[src/rtl/sc_rx_pkg.sv]
package sc_rx_pkg;

  parameter int CNT_W = 10;

  // strobes from control to datapath
  typedef struct packed {
    logic shift;
    logic done;
    logic bitVal;
  } rxStrobe_t;

  function automatic logic [CNT_W-1:0] ratioOf(input logic [2:0] sel);
    logic [CNT_W-1:0] n;
    case (sel)
      3'd0: n = CNT_W'(32);
      3'd1: n = CNT_W'(64);
      3'd2: n = CNT_W'(372);
      3'd3: n = CNT_W'(256);
      3'd4: n = CNT_W'(93);
      3'd5: n = CNT_W'(128);
      3'd6: n = CNT_W'(186);
      default: n = CNT_W'(512);
    endcase
    return n;
  endfunction

endpackage

[src/rtl/sc_rx_ctrl.sv]
module sc_rx_ctrl
  import sc_rx_pkg::*;
#(
  parameter int SYNC_STAGES = 2,
  parameter int FRAME_BITS  = 10
) (
  input  logic       clk,
  input  logic       rstN,
  input  logic       baseEn,
  input  logic [2:0] ratioSel,
  input  logic       rxLine,
  output rxStrobe_t  strobe
);

  localparam int IDX_W = $clog2(FRAME_BITS);
  localparam logic [IDX_W-1:0] LAST_IDX = IDX_W'(FRAME_BITS - 1);

  typedef enum logic [1:0] {ST_IDLE, ST_START, ST_BITS} rxState_t;

  // line synchroniser
  logic [SYNC_STAGES-1:0] syncQ;
  logic lineS;

  always_ff @(posedge clk or negedge rstN) begin
    if (!rstN) syncQ <= '1;
    else       syncQ <= {syncQ[SYNC_STAGES-2:0], rxLine};
  end
  assign lineS = syncQ[SYNC_STAGES-1];

  rxState_t         state;
  logic             prevLine;
  logic [CNT_W-1:0] cnt;
  logic [CNT_W-1:0] ratioQ;
  logic [IDX_W-1:0] bitIdx;
  logic [CNT_W-1:0] lastCnt;
  logic [CNT_W-1:0] midCnt;
  logic             busy;
  logic             atMid;
  logic             atEnd;

  assign lastCnt = ratioQ - CNT_W'(1);
  assign midCnt  = ratioQ >> 1;
  assign busy    = (state != ST_IDLE);
  assign atMid   = baseEn && busy && (cnt == midCnt);
  assign atEnd   = baseEn && busy && (cnt == lastCnt);

  always_ff @(posedge clk or negedge rstN) begin
    if (!rstN) begin
      state    <= ST_IDLE;
      prevLine <= 1'b1;
      cnt      <= '0;
      ratioQ   <= ratioOf(3'd0);
      bitIdx   <= '0;
    end else if (baseEn) begin
      prevLine <= lineS;
      if (state == ST_IDLE) begin
        if (prevLine && !lineS) begin
          state  <= ST_START;
          cnt    <= CNT_W'(1);
          bitIdx <= '0;
          ratioQ <= ratioOf(ratioSel);
        end
      end else begin
        if (atEnd) begin
          cnt    <= '0;
          bitIdx <= bitIdx + IDX_W'(1);
          if (state == ST_START) state <= ST_BITS;
        end else begin
          cnt <= cnt + CNT_W'(1);
        end
        if (atMid) begin
          if (state == ST_START && lineS)                state <= ST_IDLE;
          else if (state == ST_BITS && bitIdx == LAST_IDX) state <= ST_IDLE;
        end
      end
    end
  end

  always_comb begin
    strobe.bitVal = lineS;
    strobe.shift  = atMid && (state == ST_BITS);
    strobe.done   = atMid && (state == ST_BITS) && (bitIdx == LAST_IDX);
  end

  assert_cnt_below_ratio_R3 : assert property (@(posedge clk) disable iff (!rstN)
    busy |-> (cnt < ratioQ));

  assert_hold_without_tick_R10 : assert property (@(posedge clk) disable iff (!rstN)
    !baseEn |=> $stable(cnt) && $stable(state));

  assert_ratio_held_R9 : assert property (@(posedge clk) disable iff (!rstN)
    (busy && $past(busy)) |-> $stable(ratioQ));

  assert_bit_index_R6 : assert property (@(posedge clk) disable iff (!rstN)
    busy |-> (bitIdx <= LAST_IDX));

  assert_start_on_low_R2 : assert property (@(posedge clk) disable iff (!rstN)
    (state == ST_START && $past(state) == ST_IDLE) |-> $past(!lineS));

endmodule

[src/rtl/sc_rx_dpath.sv]
module sc_rx_dpath
  import sc_rx_pkg::*;
#(
  parameter int DATA_W = 8
) (
  input  logic              clk,
  input  logic              rstN,
  input  rxStrobe_t         strobe,
  output logic [DATA_W-1:0] dataOut,
  output logic              parityErr,
  output logic              dataValid
);

  localparam int SH_W = DATA_W + 1;

  logic [SH_W-1:0] shReg;
  logic [SH_W-1:0] nextReg;

  // LSB first: new bit enters at the top and walks down
  assign nextReg = {strobe.bitVal, shReg[SH_W-1:1]};

  always_ff @(posedge clk or negedge rstN) begin
    if (!rstN) begin
      shReg     <= '0;
      dataOut   <= '0;
      parityErr <= 1'b0;
      dataValid <= 1'b0;
    end else begin
      dataValid <= strobe.done;
      if (strobe.shift) shReg <= nextReg;
      if (strobe.done) begin
        dataOut   <= nextReg[DATA_W-1:0];
        parityErr <= ^nextReg;
      end
    end
  end

  assert_valid_single_R8 : assert property (@(posedge clk) disable iff (!rstN)
    dataValid |=> !dataValid);

  assert_out_changes_with_valid_R8 : assert property (@(posedge clk) disable iff (!rstN)
    !$stable(dataOut) |-> dataValid);

endmodule

[src/rtl/sc_rx_sampler.sv]
module sc_rx_sampler
  import sc_rx_pkg::*;
#(
  parameter int SYNC_STAGES = 2,
  parameter int DATA_W      = 8
) (
  input  logic              clk,
  input  logic              rstN,
  input  logic              baseEn,
  input  logic [2:0]        ratioSel,
  input  logic              rxLine,
  output logic [DATA_W-1:0] dataOut,
  output logic              parityErr,
  output logic              dataValid
);

  localparam int FRAME_BITS = DATA_W + 2;

  rxStrobe_t strobe;

  sc_rx_ctrl #(
    .SYNC_STAGES(SYNC_STAGES),
    .FRAME_BITS (FRAME_BITS)
  ) i_ctrl (
    .clk     (clk),
    .rstN    (rstN),
    .baseEn  (baseEn),
    .ratioSel(ratioSel),
    .rxLine  (rxLine),
    .strobe  (strobe)
  );

  sc_rx_dpath #(
    .DATA_W(DATA_W)
  ) i_dpath (
    .clk      (clk),
    .rstN     (rstN),
    .strobe   (strobe),
    .dataOut  (dataOut),
    .parityErr(parityErr),
    .dataValid(dataValid)
  );

endmodule

[config.mk]
export PLATFORM = sky130hd
export DESIGN_NAME = sc_rx_sampler
export DESIGN_NICKNAME = d
export VERILOG_FILES = /design/src/rtl/sc_rx_pkg.sv /design/src/rtl/sc_rx_ctrl.sv /design/src/rtl/sc_rx_dpath.sv /design/src/rtl/sc_rx_sampler.sv
export SDC_FILE = /design/constraint.sdc
export NUM_CORES = 1
export LEC_CHECK = 0
export BUFFER_PORTS_ARGS = -buffer_cell sky130_fd_sc_hd__buf_4
export CAP_MARGIN = 10
export CORE_MARGIN = 5
export CORE_UTILIZATION = 55
export DETAILED_ROUTE_END_ITERATION = 8
export GPL_ROUTABILITY_DRIVEN = 0
export HOLD_SLACK_MARGIN = 0.03
export PLACE_DENSITY = 0.78
export SETUP_SLACK_MARGIN = 0.3
export SYNTH_ARGS = -nofsm -noshare
export SYNTH_HDL_FRONTEND = slang
export SYNTH_SLANG_ARGS = --single-unit
export TNS_END_PERCENT = 30
[constraint.sdc]
create_clock -name clk -period 3.86 [get_ports clk]
set_input_delay 0.193 -clock clk [delete_from_list [all_inputs] [get_ports clk]]
set_output_delay 0.193 -clock clk [all_outputs]
set_load 0.05 [all_outputs]
; Yosys cells after proc, flatten, opt, wreduce, memory -nomap -nowiden
; Index checks and enable logic that the tools add are counted.
[op_classes]
n_mux = 14
n_lt_le_gt_ge = 0
n_bitwise = 0
n_reduce_logical = 17
shifts = 0
n_div = 0
n_addsub = 3
n_eq_ne = 12
multipliers = 0
[op_table]
columns = operator, n
row1 = 10-bit case mux with 7 select lines, 1
row2 = 10-bit 2-to-1 mux, 3
row3 = 2-bit 2-to-1 mux, 7
row4 = 4-bit 2-to-1 mux, 3
row5 = "10-bit by 1-bit adder with 10-bit output, second input constant", 1
row6 = 10-bit equality test, 1
row7 = 10-bit by 9-bit equality test with 1-bit output, 1
row8 = "10-bit by 1-bit subtractor with 10-bit output, second input constant", 1
row9 = "3-bit equality test, second input constant", 3
row10 = 9-bit parity, 1
row11 = 1-bit logical AND, 8
row12 = "3-bit by 2-bit equality test with 1-bit output, second input constant", 2
row13 = 3-bit AND reduction, 2
row14 = "4-bit by 1-bit adder with 4-bit output, second input constant", 1
row15 = "4-bit equality test, second input constant", 1
row16 = 2-bit nonzero test, 2
row17 = "3-bit by 1-bit equality test with 1-bit output, second input constant", 1
row18 = 3-bit logical NOT, 1
row19 = "2-bit by 1-bit equality test with 1-bit output, second input constant", 1
row20 = "2-bit equality test, second input constant", 1
row21 = 2-bit logical NOT, 1
row22 = "2-bit inequality test, second input constant", 1
row23 = 2-bit AND reduction, 1
row24 = 1-bit logical NOT, 1
[totals]
word_cells = 56
rom_bits = 0
n_memories = 0
latch_bits = 0
out_inout_bits = 10
ramBits = 0
inputBits = 7
register_bits = 48

; Depth between registers and ports, before layout
[depth]
word_depth = 8
depth_mapped = 12
depth_no_buf = 9

; By module
; From an unflattened synthesis, not the netlist that was laid out.
[unflattened]
hier_cells = 273
hier_area_um2 = 2710.1
[modules_own_cells]
columns = mod, cells_per_inst, area_each_um2, instances, seq_area_each_um2
row1 = sc_rx_ctrl, 229, 1974.4, 1, 730.7
row2 = sc_rx_dpath, 44, 735.7, 1, 450.4

; Worst setup path after synthesis
; No wires, ideal clock.
[synth_timing]
kind = register to register
startpoint = register i_ctrl.ratioQ[0]
endpoint = register i_ctrl.bitIdx[3]
slack_ns = 1.325
n_path_buf = 2
required_time_ns = 3.794
arrival_time_ns = 2.469
stages_incl_launch_ff = 12
path_cell_list = dfrtp_1 > clkbuf_1 > inv_1 > ha_1 > nor2b_1 > or3_1 > a31oi_1 > nand4_1 > or2_1 > buf_6 > or4b_1 > nand2_1
[synth_between]
elab_chain_len = 5
[synth_lines]
columns = item, line
row1 = from (decl), sc_rx_ctrl.sv:33  ; logic [CNT_W-1:0] ratioQ;
row2 = from (signal assigned), sc_rx_ctrl.sv:52  ; ratioQ <= ratioOf(3'd0);
row3 = from (signal assigned), sc_rx_ctrl.sv:61  ; ratioQ <= ratioOf(ratioSel);
row4 = 10-bit by 1-bit subtractor with 10-bit output, sc_rx_ctrl.sv:41  ; assign lastCnt = ratioQ - CNT_W'(1);
row5 = 10-bit equality test, sc_rx_ctrl.sv:45  ; assign atEnd = baseEn && busy && (cnt == lastCnt);
row6 = 1-bit logical AND, sc_rx_ctrl.sv:45
row7 = 2-bit nonzero test (no line), n/a
row8 = 3-bit AND reduction (no line), n/a
row9 = to (signal assigned), sc_rx_ctrl.sv:66  ; bitIdx <= bitIdx + IDX_W'(1);
row10 = to (decl), sc_rx_ctrl.sv:34  ; logic [IDX_W-1:0] bitIdx;
; No other way between the ends.
; A chain may end at the register's enable or synchronous reset.

; Worst setup path in the final report
[layout_timing]
startpoint = register i_ctrl.ratioQ[2]
endpoint = register i_ctrl.bitIdx[3]
; The elaborated chain is that of the path after synthesis.

==> metrics.yaml <==
status: "finished clean"
cp-startpoint: "i_ctrl.ratioQ[2]$_DFFE_PN0P_"
drtIter0Drc: 120
firstDrtPassIters: 4
pin_count: 17
rsz0062_at_grt: "no"
fin_nets: 281
critPathKind: "reg2reg"
syn-num-nets: 272
hold_viol_final: 0
grt_use_total_pct: 17.49
fp.dieW_um: 78.86
worst_ep_required_time_ns: 4.09
wirelength_um: 4888
crit_path_max_fanout: 17
cp-end-kind: "flop"
synthDominantCellAreaShare_pct: 41.27
fin_cells: 325
drc_errors: 0
ys.warnings.count: 0
drive_above_1_share_pct: 20.30
grt_max_degree: 48
synth-seq-cells: 47
synthDistinctLibCells: 43
tightest_slew_ns: 1.091
cts_tree: "yes"
postSynthCellCount: 261
cp-start-kind: "flop"
finalSetupViolCount: 0
grt_pass1_vias: 1865
die_h_um: 78.86
postLayoutCoreUtil_pct: 60.89
worstHoldStart: "ratioSel[0]"
yosys.area.top_type: "dfrtp_1"
synth-edff-count: 0
dieArea_um2: 6218
avgSynthCellArea_um2: 9.990
clkLatencyLatePin_ns: 0.30
worstPathArrival_ns: 3.03
period_share_pct: 72.43
ir_drop_v: 0.0002948
cts_buffers: 5
ys_top_cells_by_area: "dfrtp_1 41%, mux2_2 8.2%, xnor2_1 6.4%"
core_area_um2: 4661
dp.cells: 315
post-place-ws_ns: 1.081
p_leak_nw: 1.291
rows: 25
hpwl_um: 3581
postRouteAntennaNets: 0
syn-cell-area_um2: 2608
initial_utilization_pct: 55.95
port_buffers: 16
fin_skew_ns: 0.007836
async_reset_ff_share_pct: 100.0
cts_resized: 0
cts.reportedPaths.clkPinSlew_ns: 0.09
slew-limit-headroom_pct: 26.67
fin_crit_ns: 2.796
antenna_found_initial: 0
antenna_cells: 0
yosysSeqAreaShare_pct: 45.30
synth_ff_type: "dfrtp_1"
htree_num_levels: 2
clock-root-buffer: "clkbuf_8"
route.vias.total: 1864
hp-class: "in2reg"
vias_per_cell: 5.735
drv_slew: 0
tns_ns: 0
r2r_start: "i_ctrl.ratioQ[2]$_DFFE_PN0P_"
wl_per_cell_um: 15.04
powerDensity_nw_per_um2: 493.9
rrSetupSlack_ns: 1.06
cts_sinks: 47
cts_max_path_buffers: 2
fin_ws_ns: 1.064
areaGrowthSynthToFinish_pct: 8.829
grt_first_pass_wirelength_um: 8645
cap_viol_max_count: 0
fmax_ghz: 0.3577
grt_overflow: 0
[worst paths after layout]
kind / end / cells past startpoint
setup / recovery: i_ctrl.bitIdx[3]$_DFFE_PN0P_ / 7
hold / removal: i_ctrl.ratioQ[4]$_DFFE_PN0P_ / 2
setup reg to reg: i_ctrl.bitIdx[3]$_DFFE_PN0P_ / 7
hold reg to reg: i_ctrl.syncQ[1]$_DFF_PN1_ / 0
max in group asynchronous: i_ctrl.ratioQ[2]$_DFFE_PN0P_ / 2
min in group asynchronous: i_ctrl.bitIdx[2]$_DFFE_PN0P_ / 2
[registers in the layout (all words and copies together), names as in the netlist]
name	count
i_ctrl.cnt	10
i_ctrl.ratioQ	10
i_dpath.dataOut	8
i_dpath.shReg	8
i_ctrl.bitIdx	4
i_ctrl.state	2
i_ctrl.syncQ	2
i_ctrl.prevLine	1
i_dpath.dataValid	1
i_dpath.parityErr	1
[per-layer routing]
layer	global-route usage, %	up-vias	wire length, µm
li1	-	931	-
met1	23.40	893	2303
met2	28.95	34	2309
met3	2.948	6	207
met4	5.842	0	67
met5	0	-	0
[metrics by stage]
| stage | area (µm²) | power (mW) | hold WS, ns |
|---|---|---|---|
| after floorplan | 2608 | 1.007 | -0.1026 |
| after global placement | 2719 | 1.081 | 0.2382 |
| after detailed placement | 2719 | 1.098 | 0.2388 |
| after CTS | 2838 | 1.417 | 0.1239 |
| after global routing | 2838 | 1.503 | 0.1458 |
| final | 2838 | 1.402 | 0.1352 |
[Yosys cell counts, types with 2 or more instances]
master	instances
nor2b_1	3
nand4_1	4
ha_1	4
nor3_1	4
o21bai_1	2
a21oi_1	3
o21ai_1	6
o21ai_0	12
o31ai_1	9
or2_2	4
nand2_1	22
buf_1	2
or3_1	9
nand2b_1	2
clkbuf_1	11
dfrtp_1	43
nand3_1	10
mux2_2	19
xor2_1	13
o21a_1	2
o211ai_1	2
a31oi_1	9
inv_1	15
xnor2_1	19
nor4_1	3
buf_6	2
nor2_1	8
dfstp_2	4
[repair_timing]
action / 4_1_cts / 5_1_grt
hold buffers: 2 / 0
endpoints found under the hold margin: 44 / 0
setup buffers: 0 / 0
[logic make-up after synthesis]
group,count (synthesis),synth area share [%]
simple gates,76,15.74
compound gates,51,12.72
flops,47,45.30
xor+xnor,32,10.75
buf+inv,32,5.374
mux,19,8.206
fa+ha+maj,4,1.919
[layout by cell type, fill, tap and decap left out, drive strengths merged, types with 6 or more instances in the layout]
master and n:
a31oi 9, buf 17, clkbuf 6, dfrtp 43, inv 15, mux2 19, nand2 22, nand3 10
nor2 8, o21ai 18, o31ai 9, or3 10, xnor2 19, xor2 13
[worst max-delay path, stage by stage (launching register included)]
cell	delay [ns]
dfrtp_1	0.50
or3_4	0.43
or3_1	0.36
a211oi_2	0.26
nand4_1	0.11
or2_1	0.44
or4b_1	0.57
nand2_1	0.07
[report_power, final]
group,switching [mW],internal (mW)
registers,0.102,0.551
logic,0.222,0.214
clock network,0.166,0.146
total,0.490,0.911
[cell type report]
| type | count | area, µm² |
|---|---|---|
| fillers | 389 | 1823 |
| clock buffers | 6 | 82.58 |
| clock inverters | 2 | 16.27 |
| inverters | 15 | 56.30 |
| repair buffers | 19 | 147.6 |
| multi-input cells | 182 | 1286 |
| well taps | 54 | 67.56 |
| flip-flops and latches | 47 | 1181 |
Note: power is estimated with default switching activity, not from simulation.
